===== src/rtl/tx_byte_shifter.sv =====
module tx_byte_shifter #(
  parameter int BYTE_W = 8,
  parameter int PRE_W = 7,
  parameter logic [BYTE_W-1:0] PREAMBLE = 8'hAA
) (
  input  logic              clk,
  input  logic              rst_n,
  input  logic              path_en,
  input  logic              tx_en,
  input  logic [PRE_W-1:0]  rate_div,
  input  logic              wr_en,
  input  logic [BYTE_W-1:0] wr_data,
  output logic              ser_out,
  output logic              bit_stb,
  output logic              ready_irq,
  output logic              underrun
);
  localparam int IDX_W = $clog2(BYTE_W);
  localparam logic [IDX_W-1:0] LAST_IDX = IDX_W'(BYTE_W - 1);

  logic [BYTE_W-1:0] shreg, hold;
  logic              hold_full, under_q;
  logic [PRE_W-1:0]  cnt;
  logic [IDX_W-1:0]  idx;
  logic              active, tick, last;

  assign active = path_en & tx_en;
  assign tick   = active && (cnt >= rate_div);
  assign last   = tick && (idx == LAST_IDX);

  always_ff @(posedge clk or negedge rst_n) begin
    if (!rst_n) begin
      shreg     <= PREAMBLE;
      hold      <= PREAMBLE;
      hold_full <= 1'b1;
      under_q   <= 1'b0;
      cnt       <= '0;
      idx       <= '0;
    end else if (!active) begin
      shreg     <= PREAMBLE;
      hold      <= PREAMBLE;
      hold_full <= 1'b1;
      under_q   <= 1'b0;
      cnt       <= '0;
      idx       <= '0;
    end else begin
      cnt <= tick ? '0 : cnt + 1'b1;
      if (tick) idx <= last ? '0 : idx + 1'b1;
      if (last) shreg <= hold;
      else if (tick) shreg <= {shreg[BYTE_W-2:0], 1'b0};
      if (last && !hold_full) under_q <= 1'b1;
      if (wr_en) begin
        hold      <= wr_data;
        hold_full <= 1'b1;
      end else if (last) begin
        hold_full <= 1'b0;
      end
    end
  end

  assign ser_out   = shreg[BYTE_W-1];
  assign bit_stb   = tick;
  assign ready_irq = ~hold_full;
  assign underrun  = under_q;

  // a disabled cycle leaves no request and no error pending
  a_r1_idle_clear: assert property (@(posedge clk) disable iff (!rst_n)
    !active |=> (!ready_irq && !underrun && ser_out));

  // a write fills the holding stage
  a_r5_write_clears_ready: assert property (@(posedge clk) disable iff (!rst_n)
    (active && wr_en) |=> !ready_irq);

  // the holding stage only empties at a bit boundary
  a_r6_ready_after_strobe: assert property (@(posedge clk) disable iff (!rst_n)
    $rose(ready_irq) |-> $past(bit_stb));

  // underrun only when a byte was needed with none waiting
  a_r7_underrun_cause: assert property (@(posedge clk) disable iff (!rst_n)
    $rose(underrun) |-> ($past(bit_stb) && $past(ready_irq)));

  // sticky while enabled
  a_r7_underrun_sticky: assert property (@(posedge clk) disable iff (!rst_n)
    (underrun && active) |=> underrun);

  // the serial bit holds for a whole bit period
  a_r3_hold_between_strobes: assert property (@(posedge clk) disable iff (!rst_n)
    ($past(active) && active && !$past(bit_stb)) |-> $stable(ser_out));
endmodule


===== config.mk =====
export PLATFORM = sky130hd
export DESIGN_NAME = tx_byte_shifter
export DESIGN_NICKNAME = d
export VERILOG_FILES = /design/src/rtl/tx_byte_shifter.sv
export SDC_FILE = /design/constraint.sdc
export NUM_CORES = 1
export LEC_CHECK = 0
export BUFFER_PORTS_ARGS = -buffer_cell sky130_fd_sc_hd__buf_2
export CORE_MARGIN = 5
export CORE_UTILIZATION = 50
export CTS_CLUSTER_DIAMETER = 100
export CTS_CLUSTER_SIZE = 24
export DETAILED_ROUTE_END_ITERATION = 8
export PLACE_DENSITY = 0.81
export SYNTH_ARGS = -nofsm -noshare
export SYNTH_HDL_FRONTEND = slang
export SYNTH_SLANG_ARGS = --single-unit
export TNS_END_PERCENT = 1

===== constraint.sdc =====
create_clock -name clk -period 1.49 [get_ports clk]
set_input_delay 0.2235 -clock clk [delete_from_list [all_inputs] [get_ports clk]]
set_output_delay 0.2235 -clock clk [all_outputs]
set_load 0.02 [all_outputs]

# After elaboration in Yosys (flattened, before gate mapping)
# Index checks and enable logic that the tools add are counted.
op_classes:
  add_sub_neg: 2
  magnitude_cmp: 1
  bitwise_logic: 2
  muxes: 15
  reduce_logical: 4
  n_eq_ne: 6
op_table:
  columns: ["op", "count"]
  rows:
  - ["2-to-1 mux 8 bit", 5]
  - ["2-to-1 mux 7 bit", 2]
  - ["2-to-1 mux 3 bit", 3]
  - ["adder 7 x 1 -> 7 bit, second input constant", 1]
  - [">= comparator 7 bit", 1]
  - ["2-to-1 mux 1 bit", 5]
  - ["!= test 2 x 1 -> 1 bit, second input constant", 2]
  - ["adder 3 x 1 -> 3 bit, second input constant", 1]
  - ["== test 3 bit, second input constant", 1]
  - ["logical AND 1 bit", 3]
  - ["!= test 3 x 1 -> 1 bit, second input constant", 1]
  - ["!= test 3 x 2 -> 1 bit, second input constant", 1]
  - ["!= test 2 bit, second input constant", 1]
  - ["AND 1 bit", 1]
  - ["zero test 1 bit", 1]
  - ["inverter 1 bit", 1]
word_totals:
  output_inout_bits: 4
  wordCells: 36
  ff_bits: 28

# Logic depth before layout (Yosys ltp)
depth:
  word_depth: 6
  depth_mapped: 7

# Worst setup path after synthesis
# Ideal clock, no wire load.
synth_path:
  path_type: "register to output"
  startpoint: "reg cnt[2]"
  endpoint: "out bit_stb"
  slack_ns: -0.155
  path_buffers: 1
  stages_incl_launch_ff: 7
  t_arrival_ns: 1.421
  required_time_ns: 1.266
  cell_sequence: "dfrtp_1 > ha_1 > nand2_1 > o21ai_2 > a21oi_4 > buf_6 > nor2_1"
synth_between:
  elab_chain_len: 2
synth_lines:
  columns: ["item", "line", "text"]
  rows:
  - ["start, declared", "23", "logic [PRE_W-1:0] cnt;"]
  - ["start signal, assigned", "47", "cnt <= tick ? '0 : cnt + 1'b1;"]
  - [">= comparator 7 bit", "28", "assign tick = active && (cnt >= rate_div);"]
  - ["logical AND 1 bit", "28", null]
  - ["end, declared", "14", "output logic bit_stb,"]
# No other way between the ends.

# Final worst setup path
layout_path:
  startpoint: "reg cnt[1]"
  endpoint: "out bit_stb"
# The elaborated chain is that of the path after synthesis.

==> impl_results.html <==
<table>
<tr><th>Metric</th><th>Value</th></tr>
<tr><th colspan="2">Setup path</th></tr>
<tr><td>Kind of end point of the critical path</td><td>output pin</td></tr>
<tr><td>Category of the worst setup path launch point</td><td>register</td></tr>
<tr><td>Arrival @ worst endpoint</td><td>1.60 ns</td></tr>
<tr><td>Class of the most critical setup path</td><td>reg -&gt; out</td></tr>
<tr><td>WP data required</td><td>~1.3 ns</td></tr>
<tr><td>Largest driver fanout on the critical path</td><td>3</td></tr>
<tr><td>Cells on worst reg2reg path</td><td>8</td></tr>
<tr><th colspan="2">Placed design</th></tr>
<tr><td>Area after detailed placement</td><td>0.00183 mm²</td></tr>
<tr><td>Number of buffers inserted by port buffering</td><td>23</td></tr>
<tr><td>Final estimated routing congestion in global placement</td><td>0.786</td></tr>
<tr><td>DPL Wire Length</td><td>2310 µm</td></tr>
<tr><th colspan="2">Timing</th></tr>
<tr><td>Final hold violation count</td><td>0</td></tr>
<tr><td>Final-report max-slew violation count</td><td>0</td></tr>
<tr><td>Fin crit period</td><td>between 1.5 and 2 ns</td></tr>
<tr><td>Transition time at the pin with the least slew margin</td><td>between 0.6 and 0.7 ns</td></tr>
<tr><td>WHS</td><td>0.112 ns</td></tr>
<tr><td>Clock skew after layout</td><td>0.00295 ns</td></tr>
<tr><td>RSZ-0062 raised after global routing</td><td>yes</td></tr>
<tr><td>Final worst path period share</td><td>122%</td></tr>
<tr><td>Total of endpoints with negative setup slack in the final report</td><td>21</td></tr>
<tr><td>Setup ws final</td><td>-0.330 ns</td></tr>
<tr><td>Relative slew slack</td><td>58.5%</td></tr>
<tr><td>Maximum achievable frequency</td><td>549 MHz</td></tr>
<tr><th colspan="2">Routing</th></tr>
<tr><td>Routed Wire Length</td><td>3160 µm</td></tr>
<tr><td>Via count</td><td>~1100</td></tr>
<tr><td>Drt via density</td><td>4.99</td></tr>
<tr><td>DRT antenna net count</td><td>0</td></tr>
<tr><td>DR DRC count</td><td>0</td></tr>
<tr><td>Routed wirelength normalized by instance count</td><td>between 10 and 15 µm</td></tr>
<tr><td>Number of DRC markers after the initial detailed-route iteration</td><td>16</td></tr>
<tr><td>Detailed-router iteration count before antenna repair</td><td>4</td></tr>
<tr><th colspan="2">Die</th></tr>
<tr><td>Width of the die</td><td>between 60 and 70 µm</td></tr>
<tr><td>I/O Pins</td><td>24</td></tr>
<tr><td>Placement Rows</td><td>20</td></tr>
<tr><td>Standard cell core area</td><td>between 0.003 and 0.004 mm²</td></tr>
<tr><td>Effective utilization at floorplan</td><td>about half</td></tr>
<tr><td>Total die area</td><td>0.00438 mm²</td></tr>
<tr><td>Die Y</td><td>66.2 µm</td></tr>
<tr><th colspan="2">Clock network</th></tr>
<tr><td>Total number of clock tree sinks</td><td>28</td></tr>
<tr><td>TritonCTS clock tree</td><td>built</td></tr>
<tr><td>Number of buffers created by CTS</td><td>3</td></tr>
<tr><td># H-tree levels</td><td>1</td></tr>
<tr><td>Largest buffer count on any clock path</td><td>2</td></tr>
<tr><td>Clock slew at the register clock pins of the worst setup and hold paths</td><td>0.15 ns</td></tr>
<tr><td>Worst-Skew Late Latency</td><td>roughly 0.32 ns</td></tr>
<tr><td>Cell chosen for the clock root</td><td>sky130_fd_sc_hd__clkbuf_4</td></tr>
<tr><th colspan="2">Logic synthesis</th></tr>
<tr><td>Proportion of synthesized chip area in sequential cells</td><td>around 45%</td></tr>
<tr><td>Register bit count reported by yosys</td><td>28</td></tr>
<tr><td>Number of warnings issued by yosys</td><td>0</td></tr>
<tr><td>Number of cells produced by synthesis</td><td>146</td></tr>
<tr><td>Mean cell area of the mapped netlist</td><td>10.8 µm²</td></tr>
<tr><td>Post-synth design cell area</td><td>0.00158 mm²</td></tr>
<tr><td>Number of distinct library cells after synthesis</td><td>27</td></tr>
<tr><td>Synth Net Count</td><td>176</td></tr>
<tr><th colspan="2">Pwr</th></tr>
<tr><td>Power Dens Cells</td><td>662 mW/mm²</td></tr>
<tr><td>Leakage power</td><td>1.01 nW</td></tr>
<tr><td>Peak supply drop</td><td>approximately 360 µV</td></tr>
<tr><th colspan="2">Finish</th></tr>
<tr><td>Top library cells by usage in the layout, fill and taps aside</td><td>sky130_fd_sc_hd__buf_2 (22), sky130_fd_sc_hd__nand2_1 (19), sky130_fd_sc_hd__mux2i_1 (19), sky130_fd_sc_hd__dfrtp_1 (19), sky130_fd_sc_hd__buf_4 (16)</td></tr>
<tr><td>Layout cells sized above 1</td><td>42.1%</td></tr>
<tr><td>Number of nets in the layout</td><td>214</td></tr>
<tr><td>Layout area overhead</td><td>24.7%</td></tr>
<tr><td>Ant. Diodes</td><td>0</td></tr>
<tr><td>Area of all placed cells without fillers</td><td>0.00197 mm²</td></tr>
<tr><td>Leading cell type in the layout, fill and taps excluded</td><td>sky130_fd_sc_hd__buf_2</td></tr>
<tr><th colspan="2">GRT</th></tr>
<tr><td>Initial antenna violation count</td><td>0</td></tr>
<tr><td>Largest net degree at the start of global routing</td><td>29</td></tr>
<tr><td>Total congestion overflow after global routing</td><td>0</td></tr>
<tr><td>Global-route wire length before repair</td><td>5310 µm</td></tr>
<tr><td>Vias in the first global route</td><td>1193</td></tr>
<tr><td>GRT Resource Usage Total</td><td>between 10% and 20%</td></tr>
<tr><th colspan="2">Job</th></tr>
<tr><td>Max-cap violations</td><td>0</td></tr>
<tr><th colspan="2">Hold path</th></tr>
<tr><td>Worst Hold Depth</td><td>3</td></tr>
<tr><td>HP Class</td><td>in -&gt; reg</td></tr>
<tr><th colspan="2">Status</th></tr>
<tr><td>Run status</td><td>finished, violations left</td></tr>
<tr><td>Failing checks</td><td>setup timing</td></tr>
</table>
## layout make-up
| class | count | area [µm²] |
|---|---|---|
| repair buffers | 41 | 272 |
| multi-input cells | 101 | 856 |
| fillers | 265 | 1080 |
| well taps | 44 | 55.1 |
| inverters | 9 | 38.8 |
| flip-flops and latches | 28 | 712 |
| clock buffers | 4 | 36.3 |
## final timing paths
path                                          start                   end  slack, ns
worst min register to register  hold[6]$_DFFE_PN0P_   hold[6]$_DFFE_PN0P_       0.54
min in group asynchronous                     rst_n   hold[6]$_DFFE_PN0P_       0.42
worst max-delay path               cnt[1]$_DFF_PN0_               bit_stb      -0.33
worst max register to register     cnt[1]$_DFF_PN0_  shreg[2]$_DFFE_PN0P_      -0.28
worst min-delay path                     wr_data[5]   hold[5]$_DFFE_PN1P_       0.11
max in group asynchronous                     rst_n    idx[2]$_DFFE_PN0P_       0.66
## cells in the mapped netlist
cell type                  instances  share of area, %
sky130_fd_sc_hd__o32a_1            1              0.63
sky130_fd_sc_hd__a21oi_4           1               1.0
sky130_fd_sc_hd__mux2_2            3               2.1
sky130_fd_sc_hd__ha_1             10               7.9
sky130_fd_sc_hd__a211oi_1          4               1.9
sky130_fd_sc_hd__nor3b_2           2               1.6
sky130_fd_sc_hd__dfrtp_1          19                30
sky130_fd_sc_hd__o21ai_2           2               1.1
sky130_fd_sc_hd__o41ai_2           1               1.0
sky130_fd_sc_hd__nor2b_4           1              0.87
sky130_fd_sc_hd__a21oi_2           2               1.1
sky130_fd_sc_hd__or3_1             2              0.79
sky130_fd_sc_hd__buf_2             5               1.6
sky130_fd_sc_hd__inv_6             1              0.55
sky130_fd_sc_hd__nor2_2            1              0.40
sky130_fd_sc_hd__buf_6             3               2.1
sky130_fd_sc_hd__nand2_1          20               4.8
sky130_fd_sc_hd__and3_1            6               2.4
sky130_fd_sc_hd__mux2i_1          19                12
sky130_fd_sc_hd__nand3_1           5               1.6
sky130_fd_sc_hd__nor2_1           10               2.4
sky130_fd_sc_hd__dfstp_2           9                15
sky130_fd_sc_hd__inv_1             8               1.9
sky130_fd_sc_hd__xnor2_1           4               2.2
sky130_fd_sc_hd__a21oi_1           1              0.32
sky130_fd_sc_hd__xor2_1            1              0.55
sky130_fd_sc_hd__and2_1            5               2.0
## layer usage
metal / track usage (%) / part of all wire [%]
met1: 20.1 / 45
met2: 27.9 / 53
met3: 2.04 / 2.2
met4: 3.55 / 0
met5: 0 / 0
## cells by family after synthesis
family / after synthesis / share of synthesized area, %
xor+xnor: 5 / 2.77
flops: 28 / 45.1
simple gates: 52 / 16.7
buf+inv: 17 / 6.18
compound gates: 12 / 7.13
mux: 22 / 14.2
fa+ha+maj: 10 / 7.92
## stage by stage
| step | total power, W | cells | setup WS, ns | utilization [%] | TNS [ns] |
|---|---|---|---|---|---|
| floorplan | 0.000875 | 146 | 0.00486 | - | 0 |
| detailed placement | 0.000936 | 218 | -0.138 | 60.0 | -1.83 |
| global placement | 0.000928 | 218 | -0.0792 | 60.0 | -0.834 |
| CTS | 0.00132 | 225 | -0.337 | 63.5 | -2.92 |
| global route | 0.00137 | 227 | -0.421 | 64.5 | -6.68 |
| finish | 0.00130 | 227 | -0.330 | 64.5 | -5.28 |
## report_power, final
part | total (W) | internal (W) | switching, W
clock | 0.000369 | 0.000149 | 0.000220
sequential | 0.000781 | 0.000775 | 0.00000605
combinational | 0.000153 | 0.0000699 | 0.0000836
## repair_timing
item,CTS,global route
gates resized for setup,9,2
pin swaps,5,1
endpoints found under the hold margin,19,0
setup endpoints to repair,21,21
buffers inserted,2,2
hold buffers,1,0
## worst max-delay path: stages, from the launching register on
cell                      delay [ns]
sky130_fd_sc_hd__dfrtp_1        0.44
sky130_fd_sc_hd__ha_1           0.21
sky130_fd_sc_hd__a21oi_2        0.16
sky130_fd_sc_hd__o21ai_2        0.09
sky130_fd_sc_hd__a21oi_4        0.19
sky130_fd_sc_hd__nor2_4         0.05
sky130_fd_sc_hd__buf_6          0.14
## registers in the layout (all words and copies together), names as in the netlist
name and cells:
shreg 8, cnt 7, hold 8, underrun 1, idx 3, hold_full 1
Power figures use the tool's default switching activity.
